--- src/rtl/rta_pkg.sv ---
package rta_pkg;

   localparam int STATE_W = 3;

   typedef enum logic [STATE_W-1:0] {
      TS_IDLE       = 3'd0,
      TS_RUNNING    = 3'd1,
      TS_TRAP_WAIT  = 3'd2,
      TS_FTRAP_WAIT = 3'd3,
      TS_FLUSHING   = 3'd4
   } thr_state_e;

   localparam logic [1:0] POL_RR     = 2'd0;
   localparam logic [1:0] POL_OLDEST = 2'd1;
   localparam logic [1:0] POL_GREEDY = 2'd2;

   function automatic logic state_ok(input logic [STATE_W-1:0] s);
      return (s == TS_IDLE) || (s == TS_RUNNING) || (s == TS_FTRAP_WAIT);
   endfunction

endpackage

--- src/rtl/rta_elig.sv ---
module rta_elig
   import rta_pkg::*;
#(
   parameter int NUM_THREADS = 4
) (
   input  logic [NUM_THREADS*STATE_W-1:0] thr_state,
   input  logic [NUM_THREADS-1:0]         head_ready,
   input  logic [NUM_THREADS-1:0]         rob_empty,
   output logic [NUM_THREADS-1:0]         rr_elig,
   output logic [NUM_THREADS-1:0]         old_elig
);
   for (genvar i = 0; i < NUM_THREADS; i++) begin : g_thr
      logic ok;
      assign ok          = state_ok(thr_state[i*STATE_W +: STATE_W]);
      assign rr_elig[i]  = ok & head_ready[i];
      assign old_elig[i] = ok & head_ready[i] & ~rob_empty[i];
   end
endmodule

--- src/rtl/rta_oldest.sv ---
module rta_oldest #(
   parameter int NUM_THREADS = 4,
   parameter int SEQ_W       = 16,
   parameter int TID_W       = 2
) (
   input  logic [NUM_THREADS-1:0]       cand,
   input  logic [NUM_THREADS*SEQ_W-1:0] head_seq,
   output logic                         vld,
   output logic [TID_W-1:0]             tid
);
   logic [SEQ_W-1:0] best;

   // strict less-than keeps the lowest index on a tie
   always_comb begin
      vld  = 1'b0;
      tid  = '0;
      best = '0;
      for (int i = 0; i < NUM_THREADS; i++) begin
         if (cand[i] && (!vld || head_seq[i*SEQ_W +: SEQ_W] < best)) begin
            vld  = 1'b1;
            tid  = TID_W'(i);
            best = head_seq[i*SEQ_W +: SEQ_W];
         end
      end
   end
endmodule

--- src/rtl/rta_rr_stage.sv ---
module rta_rr_stage #(
   parameter int NUM_THREADS = 4,
   parameter int TID_W       = 2
) (
   input  logic [NUM_THREADS*TID_W-1:0] list_in,
   input  logic [NUM_THREADS-1:0]       cand,
   input  logic                         take,
   output logic                         vld,
   output logic [TID_W-1:0]             tid,
   output logic [NUM_THREADS*TID_W-1:0] list_out
);
   logic [TID_W-1:0] ent;
   int               pos;

   always_comb begin
      vld = 1'b0;
      tid = '0;
      pos = 0;
      ent = '0;
      for (int p = 0; p < NUM_THREADS; p++) begin
         ent = list_in[p*TID_W +: TID_W];
         if (!vld && cand[ent]) begin
            vld = 1'b1;
            tid = ent;
            pos = p;
         end
      end
      list_out = list_in;
      if (take && vld) begin
         for (int p = 0; p < NUM_THREADS-1; p++) begin
            if (p >= pos)
               list_out[p*TID_W +: TID_W] = list_in[(p+1)*TID_W +: TID_W];
         end
         list_out[(NUM_THREADS-1)*TID_W +: TID_W] = tid;
      end
   end
endmodule

--- src/rtl/retire_thread_arbiter.sv ---
module retire_thread_arbiter
   import rta_pkg::*;
#(
   parameter int NUM_THREADS = 4,
   parameter int SEQ_W       = 16,
   parameter int NUM_SLOTS   = 2,
   parameter int TID_W       = (NUM_THREADS > 1) ? $clog2(NUM_THREADS) : 1
) (
   input  logic                           clk,
   input  logic                           rst_n,
   input  logic [1:0]                     policy,
   input  logic [NUM_THREADS*STATE_W-1:0] thr_state,
   input  logic [NUM_THREADS-1:0]         head_ready,
   input  logic [NUM_THREADS-1:0]         rob_empty,
   input  logic [NUM_THREADS*SEQ_W-1:0]   head_seq,
   input  logic [NUM_SLOTS-1:0]           slot_take,
   output logic [NUM_SLOTS-1:0]           slot_vld,
   output logic [NUM_SLOTS*TID_W-1:0]     slot_tid
);
   localparam int LIST_W = NUM_THREADS * TID_W;

   if (NUM_THREADS < 1) begin : g_bad_thr
      $error("NUM_THREADS must be at least 1");
   end
   if (NUM_SLOTS < 1) begin : g_bad_slot
      $error("NUM_SLOTS must be at least 1");
   end
   if (SEQ_W < 1) begin : g_bad_seq
      $error("SEQ_W must be at least 1");
   end

   if (NUM_THREADS == 1) begin : g_single
      logic ok;
      assign ok = state_ok(thr_state[STATE_W-1:0]);
      for (genvar s = 0; s < NUM_SLOTS; s++) begin : g_slot
         assign slot_vld[s]                = ok;
         assign slot_tid[s*TID_W +: TID_W] = '0;
      end
   end else begin : g_multi
      logic [NUM_THREADS-1:0] rr_elig, old_elig;
      logic                   old_vld;
      logic [TID_W-1:0]       old_tid;
      logic [LIST_W-1:0]      prio_q;
      logic [LIST_W-1:0]      chain [NUM_SLOTS+1];
      logic [NUM_SLOTS-1:0]   rr_vld;
      logic [TID_W-1:0]       rr_tid [NUM_SLOTS];
      logic                   is_rr;

      assign is_rr = (policy == POL_RR);

      rta_elig #(.NUM_THREADS(NUM_THREADS)) u_elig (
         .thr_state (thr_state),
         .head_ready(head_ready),
         .rob_empty (rob_empty),
         .rr_elig   (rr_elig),
         .old_elig  (old_elig)
      );

      rta_oldest #(.NUM_THREADS(NUM_THREADS), .SEQ_W(SEQ_W), .TID_W(TID_W)) u_oldest (
         .cand    (old_elig),
         .head_seq(head_seq),
         .vld     (old_vld),
         .tid     (old_tid)
      );

      assign chain[0] = prio_q;

      for (genvar s = 0; s < NUM_SLOTS; s++) begin : g_slot
         rta_rr_stage #(.NUM_THREADS(NUM_THREADS), .TID_W(TID_W)) u_stage (
            .list_in (chain[s]),
            .cand    (rr_elig),
            .take    (slot_take[s] & is_rr),
            .vld     (rr_vld[s]),
            .tid     (rr_tid[s]),
            .list_out(chain[s+1])
         );

         always_comb begin
            if (is_rr) begin
               slot_vld[s]                = rr_vld[s];
               slot_tid[s*TID_W +: TID_W] = rr_tid[s];
            end else if (policy == POL_GREEDY || s == 0) begin
               slot_vld[s]                = old_vld;
               slot_tid[s*TID_W +: TID_W] = old_tid;
            end else begin
               slot_vld[s]                = 1'b0;
               slot_tid[s*TID_W +: TID_W] = '0;
            end
         end
      end

      always_ff @(posedge clk or negedge rst_n) begin
         if (!rst_n) begin
            for (int i = 0; i < NUM_THREADS; i++)
               prio_q[i*TID_W +: TID_W] <= TID_W'(i);
         end else begin
            prio_q <= chain[NUM_SLOTS];
         end
      end

      // ---------------- assertions ----------------
      logic [NUM_THREADS-1:0] held_mask;
      logic [TID_W-1:0]       tid0;
      logic [SEQ_W-1:0]       win_seq;
      logic                   only_take0;

      always_comb begin
         held_mask = '0;
         for (int p = 0; p < NUM_THREADS; p++)
            held_mask[prio_q[p*TID_W +: TID_W]] = 1'b1;
      end
      assign tid0       = slot_tid[TID_W-1:0];
      assign win_seq    = head_seq[tid0*SEQ_W +: SEQ_W];
      assign only_take0 = slot_take[0] && slot_vld[0] &&
                          ($countones(slot_take & slot_vld) == 1);


      rr_grant_elig_chk: assert property (@(posedge clk) disable iff (!rst_n)
         (is_rr && slot_vld[0]) |-> rr_elig[tid0]);


      rr_to_back_chk: assert property (@(posedge clk) disable iff (!rst_n)
         (is_rr && only_take0) |=>
            (prio_q[(NUM_THREADS-1)*TID_W +: TID_W] == $past(tid0)));


      list_perm_chk: assert property (@(posedge clk) disable iff (!rst_n)
         $countones(held_mask) == NUM_THREADS);


      list_hold_chk: assert property (@(posedge clk) disable iff (!rst_n)
         (!is_rr) |=> $stable(prio_q));


      none_invalid_chk: assert property (@(posedge clk) disable iff (!rst_n)
         ((is_rr && rr_elig == '0) || (!is_rr && old_elig == '0)) |-> !slot_vld[0]);

      for (genvar i = 0; i < NUM_THREADS; i++) begin : g_age_chk

         oldest_win_chk: assert property (@(posedge clk) disable iff (!rst_n)
            (!is_rr && slot_vld[0] && old_elig[i]) |->
               (win_seq <= head_seq[i*SEQ_W +: SEQ_W]));
      end
   end
endmodule

--- config.mk ---
export PLATFORM = sky130hd
export DESIGN_NAME = retire_thread_arbiter
export DESIGN_NICKNAME = d
export VERILOG_FILES = /design/src/rtl/rta_pkg.sv /design/src/rtl/rta_elig.sv /design/src/rtl/rta_oldest.sv /design/src/rtl/rta_rr_stage.sv /design/src/rtl/retire_thread_arbiter.sv
export SDC_FILE = /design/constraint.sdc
export NUM_CORES = 1
export LEC_CHECK = 0
export BUFFER_PORTS_ARGS = -buffer_cell sky130_fd_sc_hd__clkbuf_2
export CORE_MARGIN = 2
export CORE_UTILIZATION = 57
export DETAILED_ROUTE_END_ITERATION = 10
export PLACE_DENSITY = 0.89
export SKIP_CTS_REPAIR_TIMING = 1
export SLEW_MARGIN = 40
export SYNTH_ARGS = -nofsm -noshare
export SYNTH_HDL_FRONTEND = slang
export SYNTH_SLANG_ARGS = --single-unit
export TNS_END_PERCENT = 30
--- constraint.sdc ---
create_clock -name clk -period 25.5 [get_ports clk]
set_input_delay 5.1 -clock clk [delete_from_list [all_inputs] [get_ports clk]]
set_output_delay 5.1 -clock clk [all_outputs]
set_load 0.05 [all_outputs]
==> qor.txt <==
status - finished, final reports clean
via count - 3429
ys flop type - dfstp_2
layout cells sized above 1 - 27.3%
ant diodes - 0
Worst Tran Pin Value - 0.838 ns
Die ar. - 0.00559 sq mm
Worst Hold Class - flop to flop
1st-pass router iterations - 5
fmax - 57.0 MHz
clock buffer depth - 2
WP data arrival - 12.43 ns
buffers added on ports - 95
max reg flops - 8
Worst path max stage delay - 0.60 ns
filler cell count - 416
Fin Setup TNS - 0 ns
Netlist cell types - 56
Post-synth ARST share - 100%
Core Area - 0.00479 sq mm
global-route usage over all layers - 31.0%
post-synthesis register bit count - 8
initial DRC count - 151
Crit. End Element - output port
cell-internal power - 82.3 uW
placed insts - 528
critical path type - input port to output port
number of synthesized flops with an enable pin - 0
global-route wire length before repair - 13800 um
Avg WL per Cell - 16.5 um
num rows - 25
clk sink count - 8
biggest regs - g_multi.prio_q: 8 flops
PwrDens - 50.2 mW/mm^2
Sw Pwr - 89.0 uW
initial antenna violation count - 0
# setup viols final - 0
Seq/Total Area, Yosys - 7.19%
Clk pwr share - 9.7%
Leak - 0.00155 uW
fin cells - 532
register bank with the most flops - g_multi.prio_q
Comb pwr share - 68.6%
final hold violations - 0
clock latency on the worst-skew pair - 0.24 ns
DRC viols - 0
Seq pwr share - 21.8%
Area Growth Syn to Fin - 19.6%
Crit path required time - 20.40 ns
cell count after synthesis - 384
maximum fanout along the worst path - 31
grt total ovfl - 0
CTS tree - done
crit path time final - 17.53 ns
Sw Ratio - 52.0%
Die Ht - 74.8 um
RSZ-0062 raised after global routing - no
commonest non-fill, non-tap cells in the layout - clkbuf_2, nor2_1, ha_1, a21oi_1, nand2_1
Mapped Avg Cell Area - 7.44 sq um
HPWL after DPL - 7170 um
fin nets - 601
Max VDD drop - 0.0760 mV
max_cap viols - 0
Slew Limit Fails - 0
Boundary Pins - 96
Detail Route Antenna Nets - 0
Post-Syn Nets - 519
WL final - 8750 um
chip width - 74.8 um
CTS buffer count - 3
RD Place Congestion - 0.975
CTS Root Cell - clkbuf_8
clock skew - 0.00661 ns
Synth Warn # - 0
Startpoint Class - input port
Initial Util - 59.7%
Design Area, Final - 0.00341 sq mm
area of placed instances - 0.00336 sq mm
Final Cycle Share - 68.8%
Clk pin slew, worst setup/hold paths - 0.05 ns
most common cell after layout, fill and taps aside - clkbuf_2
htree depth - 1
slew margin rel. - 44.0%
Via-to-Cell Ratio - 6.45
vias in the first global route - 3318
largest net degree at the start of global routing - 32
Mapped Area - 0.00286 sq mm
slowest CP cell - a2111oi_0
final timing paths:
kind,startpoint,cells past startpoint,endpoint,slack [ns]
worst max-delay path,thr_state[1],30,slot_tid[2],7.97
worst min-delay path,g_multi.prio_q[7],3,g_multi.prio_q[5],0.75
worst max register to register,g_multi.prio_q[2],8,g_multi.prio_q[4],21.97
worst min register to register,g_multi.prio_q[7],3,g_multi.prio_q[5],0.75
max in group asynchronous,rst_n,1,g_multi.prio_q[2],20.54
min in group asynchronous,rst_n,1,g_multi.prio_q[4],4.70
layer usage:
layer / global-route usage, % / wire length (um) / vias to the layer above
met5: 0 / 0 / -
met4: 15.5 / 336 / 0
met3: 3.48 / 511 / 39
met2: 58.6 / 4490 / 166
met1: 33.9 / 3420 / 1596
li1: - / - / 1628
Yosys cell counts, types with 4 or more instances:
cell	n	area, sq um
nor2_1	48	180
ha_1	45	563
a21oi_1	39	195
nand2_1	37	139
a21o_1	28	210
mux2i_1	20	200
clkbuf_1	17	63.8
o21ai_0	17	85.1
nand4_1	8	50.1
nor3_1	7	35.0
a211oi_1	6	45.0
inv_1	6	22.5
mux4_2	6	135
nand2b_1	6	37.5
nor2b_1	6	37.5
o211ai_1	6	45.0
a31oi_1	5	31.3
nand3_1	5	25.0
nor3b_1	5	37.5
dfrtp_1	4	100
dfstp_2	4	105
mux2_2	4	45.0
nor4b_1	4	35.0
or3b_1	4	35.0
cells by family after synthesis:
logic type / after synthesis / synth area share [%]
muxes: 30 / 13.3
and+or+nand+nor: 146 / 25.5
DFF: 8 / 7.19
adders and majority gates: 45 / 19.7
AOI/OAI and AO/OA: 129 / 30.7
buffers and inverters: 26 / 3.55
power by group through the flow:
stage | clock network [uW] | logic (uW) | registers, uW
after floorplan | 0 | 96.5 | 22.8
after global placement | 0 | 110 | 35.7
after detailed placement | 0 | 113 | 36.7
after CTS | 16.0 | 115 | 36.6
after global routing | 17.1 | 127 | 38.2
final | 16.5 | 118 | 37.3
final cells by class:
| type | count | area, sq um | share of cell area (%) |
|---|---|---|---|
| well taps | 67 | 83.8 | 2.46 |
| inverters | 6 | 22.5 | 0.660 |
| flip-flops and latches | 8 | 205 | 6.01 |
| clock buffers | 4 | 45.0 | 1.32 |
| multi-input cells | 350 | 2570 | 75.2 |
| repair buffers | 97 | 490 | 14.4 |
critical path, delay by kind of cell:
family	cells	cell delay (ns)
fa+ha+maj	3	0.89
compound gates	17	4.32
simple gates	6	0.85
buf+inv	4	1.23
per-stage QoR:
step	setup slack, ns	hold slack, ns	total power (uW)	utilization (%)
final	7.97	0.748	171	71.3
after floorplan	8.03	0.676	119	-
after global placement	8.34	0.726	145	70.1
after detailed placement	8.01	0.725	150	70.3
after global routing	7.20	0.774	182	71.3
after CTS	8.00	0.739	167	71.2
No activity file was read; power rests on OpenSTA's default activity.
